`config.mk`:
```
export PLATFORM = sky130hd
export DESIGN_NAME = pwr_state_ctrl
export DESIGN_NICKNAME = d
export VERILOG_FILES = /design/src/rtl/lpc_pkg.sv /design/src/rtl/lpc_state_fsm.sv /design/src/rtl/lpc_evt_latch.sv /design/src/rtl/lpc_aux_unit.sv /design/src/rtl/pwr_state_ctrl.sv
export SDC_FILE = /design/constraint.sdc
export NUM_CORES = 1
export LEC_CHECK = 0
export ABC_CLOCK_PERIOD_IN_PS = 2100
export BUFFER_PORTS_ARGS = -buffer_cell sky130_fd_sc_hd__buf_4
export CAP_MARGIN = 20
export CORE_UTILIZATION = 45
export CTS_BUF_LIST = sky130_fd_sc_hd__clkbuf_4 sky130_fd_sc_hd__clkbuf_8 sky130_fd_sc_hd__clkbuf_16
export CTS_CLUSTER_DIAMETER = 200
export DETAILED_ROUTE_END_ITERATION = 8
export PLACE_DENSITY = 0.7
export SLEW_MARGIN = 0
export SYNTH_ARGS = -nofsm -noshare
export SYNTH_HDL_FRONTEND = slang
export SYNTH_SLANG_ARGS = --single-unit
```
`constraint.sdc`:
```
create_clock -name clk -period 2.1 [get_ports clk]
set_input_delay 0.105 -clock clk [delete_from_list [all_inputs] [get_ports clk]]
set_output_delay 0.105 -clock clk [all_outputs]
set_load 0.01 [all_outputs]
```
`src/rtl/lpc_pkg.sv`:
```
package lpc_pkg;

    localparam int STATE_W = 3;
    localparam int NUM_EVT = 4;

    typedef enum logic [STATE_W-1:0] {
        PS_RUN   = 3'd0,
        PS_HALT  = 3'd1,
        PS_GRANT = 3'd2,
        PS_SNOOP = 3'd3,
        PS_SLEEP = 3'd4
    } pstate_e;

    // Control requests normalised to active-high
    typedef struct packed {
        logic halt_exec;
        logic stop;
        logic sleep;
        logic creset;
        logic snoop_hit;
        logic snoop_done;
    } ctl_req_t;

    // Bookkeeping for where a grant or snoop must return to
    typedef struct packed {
        logic grant_from_halt;
        logic snoop_from_halt;
    } ret_ctx_t;

    function automatic logic clocks_gateable(pstate_e s);
        return (s == PS_GRANT) || (s == PS_SLEEP);
    endfunction

    function automatic logic bus_serviceable(pstate_e s);
        return (s == PS_RUN) || (s == PS_HALT);
    endfunction

endpackage

```
`src/rtl/lpc_state_fsm.sv`:
```
module lpc_state_fsm
    import lpc_pkg::*;
(
    input  logic     clk,
    input  logic     rst,
    input  ctl_req_t req,
    input  logic     any_wake,
    output pstate_e  state,
    output logic     to_run,
    output logic     ctx_clear
);

    pstate_e  nxt;
    ret_ctx_t ctx_q, ctx_d;

    always_comb begin
        nxt   = state;
        ctx_d = ctx_q;
        if (req.creset) begin
            // Context reset: hold the grant only while stop-clock stays low
            nxt   = (state == PS_GRANT && req.stop) ? PS_GRANT : PS_RUN;
            ctx_d = '0;
        end else begin
            unique case (state)
                PS_RUN: begin
                    if (req.stop) begin
                        nxt                   = PS_GRANT;
                        ctx_d.grant_from_halt = 1'b0;
                    end else if (req.halt_exec) begin
                        nxt = PS_HALT;
                    end
                end
                PS_HALT: begin
                    if (req.stop) begin
                        nxt                   = PS_GRANT;
                        ctx_d.grant_from_halt = 1'b1;
                    end else if (any_wake) begin
                        nxt = PS_RUN;
                    end else if (req.snoop_hit) begin
                        nxt                   = PS_SNOOP;
                        ctx_d.snoop_from_halt = 1'b1;
                    end
                end
                PS_GRANT: begin
                    if (!req.stop) begin
                        nxt = ctx_q.grant_from_halt ? PS_HALT : PS_RUN;
                    end else if (req.snoop_hit) begin
                        nxt                   = PS_SNOOP;
                        ctx_d.snoop_from_halt = 1'b0;
                    end else if (req.sleep) begin
                        nxt = PS_SLEEP;
                    end
                end
                PS_SNOOP: begin
                    if (req.snoop_done) begin
                        nxt = ctx_q.snoop_from_halt ? PS_HALT : PS_GRANT;
                    end
                end
                PS_SLEEP: begin
                    if (!req.sleep) begin
                        nxt = PS_GRANT;
                    end
                end
                default: nxt = PS_RUN;
            endcase
        end
    end

    always_ff @(posedge clk) begin
        if (rst) begin
            state <= PS_RUN;
            ctx_q <= '0;
        end else begin
            state <= nxt;
            ctx_q <= ctx_d;
        end
    end

    assign to_run    = (nxt == PS_RUN) && !req.creset;
    assign ctx_clear = req.creset;

endmodule

```
`src/rtl/lpc_evt_latch.sv`:
```
module lpc_evt_latch #(
    parameter int EVT_W = 4
) (
    input  logic             clk,
    input  logic             rst,
    input  logic [EVT_W-1:0] evt,
    input  logic             to_run,
    input  logic             clear,
    output logic [EVT_W-1:0] pend,
    output logic [EVT_W-1:0] svc
);

    for (genvar g = 0; g < EVT_W; g++) begin : g_evt
        always_ff @(posedge clk) begin
            if (rst || clear) begin
                pend[g] <= 1'b0;
                svc[g]  <= 1'b0;
            end else if (to_run) begin
                svc[g]  <= pend[g] | evt[g];
                pend[g] <= 1'b0;
            end else begin
                svc[g]  <= 1'b0;
                pend[g] <= pend[g] | evt[g];
            end
        end
    end

endmodule

```
`src/rtl/lpc_aux_unit.sv`:
```
module lpc_aux_unit
    import lpc_pkg::*;
(
    input  logic    clk,
    input  logic    rst,
    input  pstate_e state,
    input  logic    creset,
    input  logic    flush_req,
    input  logic    binit_req,
    input  logic    cfg_we,
    input  logic    cfg_val,
    output logic    flush_ack,
    output logic    binit_ack,
    output logic    core_init,
    output logic    clk_en
);

    logic stop_cfg;
    logic serviceable;

    assign serviceable = bus_serviceable(state) && !creset;

    always_ff @(posedge clk) begin
        if (rst) begin
            flush_ack <= 1'b0;
            binit_ack <= 1'b0;
            core_init <= 1'b0;
            stop_cfg  <= 1'b1;
        end else begin
            flush_ack <= serviceable && flush_req;
            binit_ack <= serviceable && binit_req;
            core_init <= creset;
            if (cfg_we) begin
                stop_cfg <= cfg_val;
            end
        end
    end

    assign clk_en = !(stop_cfg && clocks_gateable(state));

endmodule

```
`src/rtl/pwr_state_ctrl.sv`:
```
module pwr_state_ctrl
    import lpc_pkg::*;
#(
    parameter int EVT_W = lpc_pkg::NUM_EVT
) (
    input  logic             clk,
    input  logic             rst,
    input  logic             halt_exec,
    input  logic             stop_req_n,
    input  logic             sleep_req_n,
    input  logic             core_rst_n,
    input  logic             flush_req_n,
    input  logic             binit_req_n,
    input  logic             snoop_hit,
    input  logic             snoop_done,
    input  logic [EVT_W-1:0] wake_evt,
    input  logic             cfg_we,
    input  logic             cfg_clk_stop,
    output logic [2:0]       pwr_state,
    output logic             clk_en,
    output logic [EVT_W-1:0] svc_pulse,
    output logic             flush_ack,
    output logic             binit_ack,
    output logic             core_init
);

    ctl_req_t         req;
    pstate_e          state;
    logic             to_run;
    logic             ctx_clear;
    logic [EVT_W-1:0] pend;

    always_comb begin
        req.halt_exec  = halt_exec;
        req.stop       = !stop_req_n;
        req.sleep      = !sleep_req_n;
        req.creset     = !core_rst_n;
        req.snoop_hit  = snoop_hit;
        req.snoop_done = snoop_done;
    end

    lpc_state_fsm u_fsm (
        .clk       (clk),
        .rst       (rst),
        .req       (req),
        .any_wake  (|(wake_evt | pend)),
        .state     (state),
        .to_run    (to_run),
        .ctx_clear (ctx_clear)
    );

    lpc_evt_latch #(.EVT_W(EVT_W)) u_evt (
        .clk    (clk),
        .rst    (rst),
        .evt    (wake_evt),
        .to_run (to_run),
        .clear  (ctx_clear),
        .pend   (pend),
        .svc    (svc_pulse)
    );

    lpc_aux_unit u_aux (
        .clk       (clk),
        .rst       (rst),
        .state     (state),
        .creset    (req.creset),
        .flush_req (!flush_req_n),
        .binit_req (!binit_req_n),
        .cfg_we    (cfg_we),
        .cfg_val   (cfg_clk_stop),
        .flush_ack (flush_ack),
        .binit_ack (binit_ack),
        .core_init (core_init),
        .clk_en    (clk_en)
    );

    assign pwr_state = state;

endmodule

```
==> run summary <==
For flop-to-flop paths, the worst setup slack is 0.26 ns. The worst setup path is captured at a flip-flop. In this run the cell area measured after placement is 952 sq um.

Clock-pin slew was measured on the worst setup and hold paths at 0.10 ns. The finished cells cover 1020 sq um. Floorplan die height: 43.0 microns. The post-route minimum period came out at 1.84 ns.

The tools report the final hold slack as 0.0163 ns. Setup violations remaining at the end of the flow were counted as 0. At the later pin of the worst-skew pair, clock insertion delay measures 0.29 ns.

After global routing the overflow that remains totals 0. The run gives 382 sq um as the area of combinational cells with multiple inputs. The longest clock path from root to sink contains 2 buffers. Cell internal power was estimated by the tool at 0.000465 W. On the final layout, the worst clock skew is 0.00251 ns. Setup repair after global routing left no endpoint under its margin. Of the cells placed in the final design, the portion with a size suffix greater than 1 is 34.5%. The run gives 20.1% as the aggregate global-route resource usage. The post-synth design cell area was 757 sq um.

27 I/O pins were placed. Hold repair after CTS inserted 4 buffers. The aggregate negative setup slack was 0 ns; the via density per instance was 5.56. Once the clock tree was built, the setup fixing pass inserted 0 buffers.

TritonCTS built the clock tree. The die covers 1850 sq um. The cell area power density is 614 nW/um^2.

The tools report the count of final hold-check violations as 0. The sequential cells in the finished layout cover a total of 340 sq um. STA puts the critical path data arrival time at 2.04 ns. The fraction of registers with async set or reset after synthesis was 0%. The sink count of the clock tree came out at 17.

Synthesis instantiated 34 different standard cells from the library. Row generation in the floorplan step produced 14 rows. The routed design has 1670 microns of wire.

STA classifies the critical path startpoint as a flip-flop. In this run the worst path has a maximum fanout of 11. The tools report the leakage power summed over all cells as 0.438 nW. Sequential cells burn 55.0% of the power. The power dissipated by switching net loads was 0.000161 W. TritonCTS created 3 clock buffers. The number of vias after detailed routing was 700; the via count of the first global-routing pass was 707.

The fill cell instance count of the final layout was 138; the effective utilization at floorplan was 49.1%. The run gives 28.0% as the share of total power in the clock network. Once detail routing completed, the nets flagged for antenna violations numbered 0.

The run gives 79 as the number of cells produced by synthesis. For this run, the leading register cell type out of synthesis is dfxtp_1. The number of pins exceeding their max-slew limit in the final report came out at 0. In the routed design, unresolved DRC markers number 0. A synthesized cell averages 9.58 sq um. The area growth from synthesis to final layout is 34.7%. The run gives 0 as the max-capacitance violation count. For the pin with the worst max-slew slack, the measured transition is 0.457 ns. The worst-case IR drop observed on VDD is 0.399 mV.

Summed over all nets, the half-perimeter wirelength after detailed placement is 1280 microns. The category of the most critical setup path was reg -> reg. At the end of routability-driven placement, the weighted congestion stood at 0.850. In the final routed layout, each cell accounts on average for 13.2 microns. In this run the most critical hold path is launched from rst. After clock tree synthesis, the repair step resized 0 gates. Based on the critical path, the design can be clocked at up to 0.543 GHz. Yosys printed 0 warnings. The total area inside the core boundary comes to 1540 sq um. The violation count after the first detailed-routing iteration came out at 6.

Entering global routing, the biggest net connects 14 pins. The horizontal die dimension works out to 43.0 microns. The net total in the final layout is 127. The synthesized design contains 17 register bits. The flow ran to the end, and the final reports show no timing, DRC or antenna violations.

The buffer type at the clock tree root was clkbuf_4. The pre-antenna-repair detailed-routing pass consisted of 4 iterations. The synthesized design contains 0 enable-type register cells.

For the worst slew margin relative to its limit, the log shows 69.5%. The min-delay analysis places its worst path in the category in -> reg. The number of nets in the synthesized netlist is 95. The part of the cycle the worst path needs came out at 87.7%. In this run the worst setup path begins at u_fsm.state[1]. The number of antenna diodes in the final layout is 0.

The net switching fraction of the power is 25.8%, and the H-tree depth is 1. Sequential elements use 45.0% of the synthesized area. The number of antenna violations at the first check in global routing is 0, and the number of port buffers is 26.

The source of the worst register-to-register timing path was u_fsm.state[1]. The first global-routing pass estimated 2770 microns of wire. The combinational cell fraction of total power was 17.0%; the worst endpoint required time was 2.30 ns.
## layout by cell type, fill, tap and decap left out, drive strengths merged, types with 2 or more instances in the layout
cell type / count
dfxtp: 17
nor3: 9
nor4: 4
buf: 27
nand4: 2
o21ai: 2
nor2: 11
and2b: 2
clkbuf: 3
dlygate4sd3: 4
nand3: 3
inv: 2
o211a: 2
and4: 2
a21oi: 3
nand2b: 3
## logic make-up (layout without fill, tap and decap cells)
logic type             count (synthesis)  after routing  share of synthesized area (%)
buffers and inverters                  6             37                           4.63
and+or+nand+nor                       40             40                           34.0
DFF                                   17             17                           45.0
muxes                                  2              2                           3.31
AOI/OAI and AO/OA                     14             14                           13.1
## power groups by stage
| stage | clock (W) | combinational, W | sequential (W) |
|---|---|---|---|
| 5_1_grt | 0.000189 | 0.000115 | 0.000346 |
| 2_1_floorplan | 0 | 0.0000565 | 0.000350 |
| 6_report | 0.000176 | 0.000106 | 0.000344 |
| 4_1_cts | 0.000180 | 0.000107 | 0.000344 |
| 3_5_place_dp | 0 | 0.000101 | 0.000352 |
| 3_3_place_gp | 0 | 0.0000993 | 0.000352 |
## layer usage
layer / vias to the layer above / routed length (microns) / track usage, %
met5: - / 0 / 0
met2: 19 / 863 / 37.0
li1: 352 / - / -
met3: 4 / 74 / 3.83
met1: 325 / 705 / 21.8
met4: 0 / 25 / 9.09
## cell usage after synthesis (all sizes together), types with 2 or more instances
library cell / instances / share of area, %
nor2: 11 / 5.5
and4: 2 / 2.6
o21ai: 2 / 1.3
a21oi: 3 / 2.0
nand2b: 3 / 2.5
nor3: 9 / 5.9
dfxtp: 17 / 45
nand4: 2 / 2.5
buf: 3 / 3.1
o211a: 2 / 2.6
inv: 2 / 0.99
and2b: 2 / 2.5
nand3: 3 / 2.0
nor4: 4 / 5.3
## through the flow
step	total power (W)	std cells	utilization (%)	worst slack (ns)
detailed placement	0.000453	118	61.8	0.288
global route	0.000650	126	66.2	0.189
CTS	0.000631	126	66.2	0.269
finish	0.000626	126	66.2	0.259
global placement	0.000451	118	61.8	0.390
floorplan	0.000406	79	-	0.513
## final cells by class
class / count / area share (%)
Inverter: 2 / 0.736
Timing Repair Buffer: 31 / 23.8
Multi-Input combinational cell: 56 / 37.4
Clock inverter: 1 / 0.491
Clock buffer: 3 / 2.21
Tap cell: 16 / 1.96
Sequential cell: 17 / 33.4
## registers in the layout, summed over array words and instances, names as in the netlist
name / count
u_aux.binit_ack: 1
u_aux.flush_ack: 1
u_fsm.state: 3
u_fsm.ctx_q: 2
u_evt.pend: 4
u_evt.svc: 4
u_aux.stop_cfg: 1
u_aux.core_init: 1
## path summary, 6_finish.rpt
path	to	cells past startpoint
max	u_evt.svc[1]	5
min	u_aux.stop_cfg	2
max reg2reg	u_evt.svc[1]	5
min reg2reg	u_fsm.ctx_q[0]	1
## critical path, cell delays in order (launching register included)
cell and delay [ns]:
dfxtp_1 0.60, mux2_4 0.34, a32oi_1 0.20, o211a_1 0.23
nand4_2 0.14, nor3_1 0.25
(Power assumes the default switching activity.)
